[src/rtl/cmdd_pkg.sv]
package cmdd_pkg;

  typedef enum logic [2:0] {
    ST_IDLE,
    ST_HDR,
    ST_FIELD,
    ST_WDATA,
    ST_READ,
    ST_TWAIT,
    ST_DISCARD
  } dec_state_t;

  localparam logic [3:0] TRIG_PAT = 4'b1101;
  localparam logic [4:0] HDR_PAT  = 5'b10110;

  localparam logic [3:0] TY_SYNC = 4'h0;
  localparam logic [3:0] TY_WR   = 4'h1;
  localparam logic [3:0] TY_RD   = 4'h2;
  localparam logic [3:0] TY_GRST = 4'h3;

  function automatic logic is_trig(input logic [3:0] bits);
    return bits == TRIG_PAT;
  endfunction

  function automatic logic is_hdr(input logic [4:0] bits);
    return bits == HDR_PAT;
  endfunction

endpackage

[src/rtl/cmdd_watchdog.sv]
module cmdd_watchdog #(
  parameter int WD_W = 16
) (
  input  logic clk,
  input  logic rst_n,
  output logic wd_zero
);
  logic [WD_W-1:0] cnt_q;

  always_ff @(posedge clk or negedge rst_n) begin
    if (!rst_n) cnt_q <= '0;
    else        cnt_q <= cnt_q + 1'b1;
  end

  assign wd_zero = (cnt_q == '0);

  // zero is only passed through, never held
  p_wd_wrap_r9: assert property (@(posedge clk) disable iff (!rst_n)
    wd_zero |=> !wd_zero);
endmodule

[src/rtl/cmdd_regfile.sv]
module cmdd_regfile #(
  parameter int DW = 16,
  parameter int AW = 4
) (
  input  logic          clk,
  input  logic          rst_n,
  input  logic          clr,
  input  logic          we,
  input  logic [AW-1:0] waddr,
  input  logic [DW-1:0] wdata,
  input  logic [AW-1:0] raddr,
  output logic [DW-1:0] rdata
);
  localparam int DEPTH = 1 << AW;

  logic [DW-1:0] mem [DEPTH];

  always_ff @(posedge clk or negedge rst_n) begin
    if (!rst_n) begin
      for (int i = 0; i < DEPTH; i++) mem[i] <= '0;
    end else if (clr) begin
      for (int i = 0; i < DEPTH; i++) mem[i] <= '0;
    end else if (we) begin
      mem[waddr] <= wdata;
    end
  end

  assign rdata = mem[raddr];

  // after a clear strobe every location reads zero
  p_clear_r7: assert property (@(posedge clk) disable iff (!rst_n)
    clr |=> (rdata == '0));
endmodule

[src/rtl/cmdd_fsm.sv]
module cmdd_fsm
  import cmdd_pkg::*;
#(
  parameter int DW       = 16,
  parameter int AW       = 4,
  parameter int TRIG_LAT = 8
) (
  input  logic          clk,
  input  logic          rst_n,
  input  logic          cmd_i,
  input  logic          wd_zero,
  input  logic [DW-1:0] rdata,
  output logic [AW-1:0] raddr,
  output logic          we,
  output logic [AW-1:0] waddr,
  output logic [DW-1:0] wdata,
  output logic          trig_o,
  output logic          sdo_o,
  output logic          grst_o
);
  localparam int CW = $clog2(DW) + 1;
  localparam logic [CW-1:0] TWAIT_LD  = CW'(TRIG_LAT - 5);
  localparam logic [CW-1:0] LAST_DATA = CW'(DW - 1);
  localparam logic [CW-1:0] LAST_FLD  = CW'(AW + 3);

  dec_state_t    st;
  logic [DW-1:0] sh, ro;
  logic [DW-1:0] nxt_sh;
  logic [CW-1:0] bc;
  logic [3:0]    typ;

  assign nxt_sh = {sh[DW-2:0], cmd_i};
  assign typ    = nxt_sh[AW+3:AW];
  assign raddr  = nxt_sh[AW-1:0];
  assign sdo_o  = (st == ST_READ) & ro[DW-1];

  always_ff @(posedge clk or negedge rst_n) begin
    if (!rst_n) begin
      st <= ST_IDLE; sh <= '0; ro <= '0; bc <= '0;
      trig_o <= 1'b0; grst_o <= 1'b0; we <= 1'b0;
      waddr <= '0; wdata <= '0;
    end else begin
      trig_o <= 1'b0;
      grst_o <= 1'b0;
      we     <= 1'b0;
      if (wd_zero && st != ST_IDLE) begin
        st <= ST_IDLE;
      end else begin
        unique case (st)
          ST_IDLE: if (cmd_i) begin
            sh <= {{(DW-1){1'b0}}, 1'b1};
            bc <= CW'(1);
            st <= ST_HDR;
          end
          ST_HDR: begin
            sh <= nxt_sh;
            bc <= bc + 1'b1;
            if (bc == CW'(3) && is_trig(nxt_sh[3:0])) begin
              st <= ST_TWAIT;
              bc <= TWAIT_LD;
            end else if (bc == CW'(4)) begin
              bc <= '0;
              st <= is_hdr(nxt_sh[4:0]) ? ST_FIELD : ST_DISCARD;
            end
          end
          ST_FIELD: begin
            sh <= nxt_sh;
            bc <= bc + 1'b1;
            if (bc == LAST_FLD) begin
              bc    <= '0;
              waddr <= nxt_sh[AW-1:0];
              case (typ)
                TY_SYNC: st <= ST_IDLE;
                TY_GRST: begin grst_o <= 1'b1; st <= ST_IDLE; end
                TY_WR:   st <= ST_WDATA;
                TY_RD:   begin ro <= rdata; st <= ST_READ; end
                default: st <= ST_DISCARD;
              endcase
            end
          end
          ST_WDATA: begin
            sh <= nxt_sh;
            bc <= bc + 1'b1;
            if (bc == LAST_DATA) begin
              we    <= 1'b1;
              wdata <= nxt_sh;
              st    <= ST_IDLE;
            end
          end
          ST_READ: begin
            ro <= {ro[DW-2:0], 1'b0};
            bc <= bc + 1'b1;
            if (bc == LAST_DATA) st <= ST_IDLE;
          end
          ST_TWAIT: begin
            if (bc == '0) begin
              trig_o <= 1'b1;
              st     <= ST_IDLE;
            end else begin
              bc <= bc - 1'b1;
            end
          end
          default: ; // ST_DISCARD waits for the watchdog
        endcase
      end
    end
  end

  // strobe is a single cycle
  p_trig_single_r3: assert property (@(posedge clk) disable iff (!rst_n)
    trig_o |=> !trig_o);
  // strobe only ends a latency wait
  p_trig_origin_r2: assert property (@(posedge clk) disable iff (!rst_n)
    trig_o |-> ($past(st) == ST_TWAIT));
  // watchdog zero forces idle
  p_wd_idle_r9: assert property (@(posedge clk) disable iff (!rst_n)
    (wd_zero && st != ST_IDLE) |=> (st == ST_IDLE));
  // discard holds until the watchdog
  p_discard_hold_r8: assert property (@(posedge clk) disable iff (!rst_n)
    (st == ST_DISCARD && !wd_zero) |=> (st == ST_DISCARD));
  // global-reset strobe is a single cycle
  p_grst_single_r7: assert property (@(posedge clk) disable iff (!rst_n)
    grst_o |=> !grst_o);
endmodule

[src/rtl/selfheal_cmd_decoder.sv]
module selfheal_cmd_decoder #(
  parameter int DW       = 16,
  parameter int AW       = 4,
  parameter int WD_W     = 16,
  parameter int TRIG_LAT = 8
) (
  input  logic clk,
  input  logic rst_n,
  input  logic cmd_i,
  output logic trig_o,
  output logic sdo_o,
  output logic grst_o
);
  logic          wd_zero;
  logic          we;
  logic [AW-1:0] waddr, raddr;
  logic [DW-1:0] wdata, rdata;

  cmdd_watchdog #(.WD_W(WD_W)) u_wd (
    .clk(clk), .rst_n(rst_n), .wd_zero(wd_zero)
  );

  cmdd_regfile #(.DW(DW), .AW(AW)) u_rf (
    .clk(clk), .rst_n(rst_n), .clr(grst_o), .we(we),
    .waddr(waddr), .wdata(wdata), .raddr(raddr), .rdata(rdata)
  );

  cmdd_fsm #(.DW(DW), .AW(AW), .TRIG_LAT(TRIG_LAT)) u_fsm (
    .clk(clk), .rst_n(rst_n), .cmd_i(cmd_i), .wd_zero(wd_zero),
    .rdata(rdata), .raddr(raddr), .we(we), .waddr(waddr), .wdata(wdata),
    .trig_o(trig_o), .sdo_o(sdo_o), .grst_o(grst_o)
  );
endmodule

[config.mk]
export PLATFORM = sky130hd
export DESIGN_NAME = selfheal_cmd_decoder
export DESIGN_NICKNAME = d
export VERILOG_FILES = /design/src/rtl/cmdd_pkg.sv /design/src/rtl/cmdd_watchdog.sv /design/src/rtl/cmdd_regfile.sv /design/src/rtl/cmdd_fsm.sv /design/src/rtl/selfheal_cmd_decoder.sv
export SDC_FILE = /design/constraint.sdc
export NUM_CORES = 1
export LEC_CHECK = 0
export ABC_AREA = 0
export BUFFER_PORTS_ARGS = -buffer_cell sky130_fd_sc_hd__buf_2
export CAP_MARGIN = 20
export CORE_UTILIZATION = 45
export DETAILED_ROUTE_END_ITERATION = 8
export PLACE_DENSITY = 0.59
export SETUP_SLACK_MARGIN = 0.05
export SYNTH_ARGS = -nofsm -noshare
export SYNTH_HDL_FRONTEND = slang
export SYNTH_HIERARCHICAL = 1
export SYNTH_SLANG_ARGS = --single-unit
[constraint.sdc]
create_clock -name clk -period 2.7 [get_ports clk]
set_input_delay 0.135 -clock clk [delete_from_list [all_inputs] [get_ports clk]]
set_output_delay 0.135 -clock clk [all_outputs]
set_load 0.02 [all_outputs]
==> impl_metrics.env <==
export IMPL_status="finished clean"
export IMPL_skew_ns=0.0109
export IMPL_start_util_pct=45.9
export IMPL_synth_top_area_cell="dfrtp_1"
export IMPL_fmax_mhz=427
export IMPL_dp_hpwl_um=25500
export IMPL_synth_top_family_by_area="compound AO/OA/AOI/OAI gates"
export IMPL_ios=6
export IMPL_synthDistinctLibCells=69
export IMPL_grt_pass1_vias=13500
export IMPL_hold_violations=0
export IMPL_setup_violations_final=0
export IMPL_synth_adder_area_share_pct=0.519
export IMPL_yosys_register_bits=334
export IMPL_port_buffers=5
export IMPL_critPathArrivalTime_ns=2.80
export IMPL_total_power_mw=15.2
export IMPL_postSynthAreaPerCell_um2=9.85
export IMPL_gp_congestion=0.790
export IMPL_coreArea_um2=36800
export IMPL_antennaDiodeCount=0
export IMPL_ys_seq_area_share_pct=49.6
export IMPL_startpoint="u_wd/cnt_q[0]$_DFF_PN0_"
export IMPL_r2r_end="u_fsm/bc[3]$_DFFE_PN0P_"
export IMPL_fillCellCount=3310
export IMPL_cp_start_kind="register"
export IMPL_reg2reg_setup_slack_ns=0.36
export IMPL_synth_main_ff_cell="dfrtp_1"
export IMPL_routedWlPerCell_um=23.5
export IMPL_clock_latency_ns=0.55
export IMPL_die_w_um=196
export IMPL_dieArea_um2=38300
export IMPL_register_area_um2=8370
export IMPL_postRouteAntennaNets=0
export IMPL_whs_ns=0.162
export IMPL_clk_pin_slew_worst_paths_ns=0.06
export IMPL_synthCells=1712
export IMPL_cts_made_buffers=39
export IMPL_syn_num_nets=1722
export IMPL_grt_max_degree=84
export IMPL_synth_compound_area_share_pct=19.4
export IMPL_required_ns=3.16
export IMPL_root_buffer="clkbuf_16"
export IMPL_fin_cells=2092
export IMPL_firstDrtPassIters=6
export IMPL_path_class="reg -> reg"
export IMPL_grt_pass1_wl_um=78700
export IMPL_cts_tree="built"
export IMPL_dr_total_vias=13500
export IMPL_synth_area_leaders="dfrtp_1, o21ai_0, a21oi_1"
export IMPL_maxSlewViolCount=0
export IMPL_overflow=0
export IMPL_drc_errors=0
export IMPL_synth_xor_area_share_pct=0.727
export IMPL_post_route_period_util_pct=86.8
export IMPL_worst_pin_slew_ns=0.754
export IMPL_slew_headroom_pct=49.8
export IMPL_die_h_um=196
export IMPL_ir_drop_mv=0.551
export IMPL_ys_warn_count=6
export IMPL_crit_path_end_kind="register"
export IMPL_leakage_nw=8.00
export IMPL_multi_input_area_um2=7540
export IMPL_hp_class="in -> async"
export IMPL_min_period_ns=2.34
export IMPL_finalWorstSetupSlack_ns=0.356
export IMPL_async_reset_ff_share_pct=100
export IMPL_endpoint="u_fsm/bc[3]$_DFFE_PN0P_"
export IMPL_drive_gt1_share_pct=14.0
export IMPL_cts_max_level=2
export IMPL_netlist_area_leader_share_pct=49.6
export IMPL_vias_per_cell=6.45
export IMPL_cts_path_max_buffers=3
export IMPL_synth_area_mux_share_pct=10.7
export IMPL_post_dp_cell_area_um2=17300
export IMPL_synth_edf_count=0
export IMPL_syn_area_um2=16900
export IMPL_final_area_um2=18700
export IMPL_rsz0062_at_grt="false"
export IMPL_finalNetCount=1605
export IMPL_place_ws_ns=0.376
export IMPL_power_density_nw_per_um2=815
export IMPL_r2r_cells=9
export IMPL_postLayoutCoreUtil_pct=50.8
export IMPL_cp_max_fo=11
export IMPL_dp_cells=2020
export IMPL_core_rowCount=70
export IMPL_wl_um=49200
export IMPL_clock_sinks=334
export IMPL_maxCapViolCount=0
export IMPL_dr_first_iter_drc_count=1353
export IMPL_synthSimpleGateAreaFrac_pct=13.0
export IMPL_grt_use_total_pct=26.3
export IMPL_setup_tns_ns=0
export IMPL_antenna_found_initial=0
export IMPL_regToRegStartpoint="u_wd/cnt_q[0]$_DFF_PN0_"
export IMPL_synthToLayoutAreaGrowth_pct=10.7
critical path, cell delays in order (launching register included):
cell and delay [ns]:
dfrtp_1 0.41, inv_1 0.09, ha_1 0.15, nor4b_1 0.19
and4_1 0.49, a21o_1 0.13, a211o_1 0.26, a21oi_1 0.13
mux2_2 0.27, o22ai_1 0.14
area by class of cell:
class                   count  share of cell area (%)
flip-flops and latches    334                    44.8
multi-input cells        1150                    40.3
clock buffers              53                    6.27
repair buffers             56                    4.15
well taps                 468                    3.14
clock inverters            17                    1.02
inverters                  14                   0.281
cell usage in the layout, fill, tap and decap left out, types with 4 or more instances in the layout:
cell,count
clkinv_2,11
mux4_1,10
mux2_2,12
o21ai_0,281
dfrtp_1,332
bufinv_16,4
xor2_1,10
a22oi_1,33
nand2_1,77
inv_1,13
ha_1,7
nand3_1,260
buf_12,28
a21oi_1,264
a31oi_1,4
buf_4,22
mux4_2,51
nor2b_1,4
clkbuf_8,10
nor4_2,4
nand3b_1,5
clkbuf_16,41
mux2i_1,18
a22o_1,14
nor2_1,12
xnor2_1,4
nor3_1,8
cell families (layout without fill, tap and decap cells):
| family | Yosys count | after routing |
|---|---|---|
| xor gates and xnor gates | 14 | 14 |
| and+or+nand+nor | 421 | 421 |
| adders and majority gates | 7 | 7 |
| buffers and inverters | 228 | 140 |
| muxes | 94 | 94 |
| DFF | 334 | 334 |
| AOI/OAI and AO/OA | 614 | 614 |
synthesized netlist by cell type (3+ instances only):
cell           number
mux4_1             10
nor4_2              4
buf_2              42
nand3_1           261
buf_1              21
nor2_1             13
ha_1                7
or2_2               3
inv_1              13
xor2_1             10
mux2_2             12
nor3b_1             4
a31oi_1             4
nand4_2             3
and3_1              3
clkbuf_1          129
nor2b_1             8
dfrtp_1           334
and2_1              3
dlygate4sd1_1       3
mux4_2             51
mux4_4              3
xnor2_1             4
and4bb_2            3
mux2i_1            18
a21oi_1           264
nand2_1            78
nor4b_1             3
nor3_1              8
a22oi_1            33
buf_6               6
buf_4               9
nand3b_1            5
o21ai_0           281
a22o_1             14
what timing repair did:
item | 4_1_cts | 5_1_grt
hold endpoints to repair | 66 | 0
gates resized for setup | 0 | 0
hold buffers | 2 | 0
setup buffers | 0 | 0
layer usage:
metal	GRT usage [%]	wire length [um]
met1	36.3	21000
met2	42.7	23600
met3	4.27	3290
met4	8.34	1280
met5	0	0
report_power, final:
part / switching (mW) / total (mW) / leakage [nW] / internal, mW
Sequential: 0.638 / 5.93 / 4.62 / 5.30
Combinational: 2.55 / 3.71 / 2.70 / 1.16
Clock: 2.16 / 5.58 / 0.684 / 3.42
how the worst min path moves through the flow:
stage,start,end,slack (ns)
final,rst_n,u_rf/mem[50]$_DFFE_PN0P_,0.16
after global routing,rst_n,u_rf/mem[50]$_DFFE_PN0P_,0.21
after CTS,rst_n,u_rf/mem[114]$_DFFE_PN0P_,0.18
after detailed placement,rst_n,u_rf/mem[34]$_DFFE_PN0P_,0.15
after global placement,rst_n,u_rf/mem[50]$_DFFE_PN0P_,0.15
after floorplan,rst_n,u_fsm/bc[0]$_DFFE_PN0P_,-0.16
flip-flops by register name (all words and copies together), names as in the netlist:
name          count
u_fsm/waddr       4
u_fsm/trig_o      1
u_fsm/st          3
u_fsm/bc          5
u_rf/mem        256
u_wd/cnt_q       16
u_fsm/wdata      16
u_fsm/grst_o      1
u_fsm/we          1
u_fsm/ro         16
u_fsm/sh         15
No activity file was read; power rests on OpenSTA's default activity.
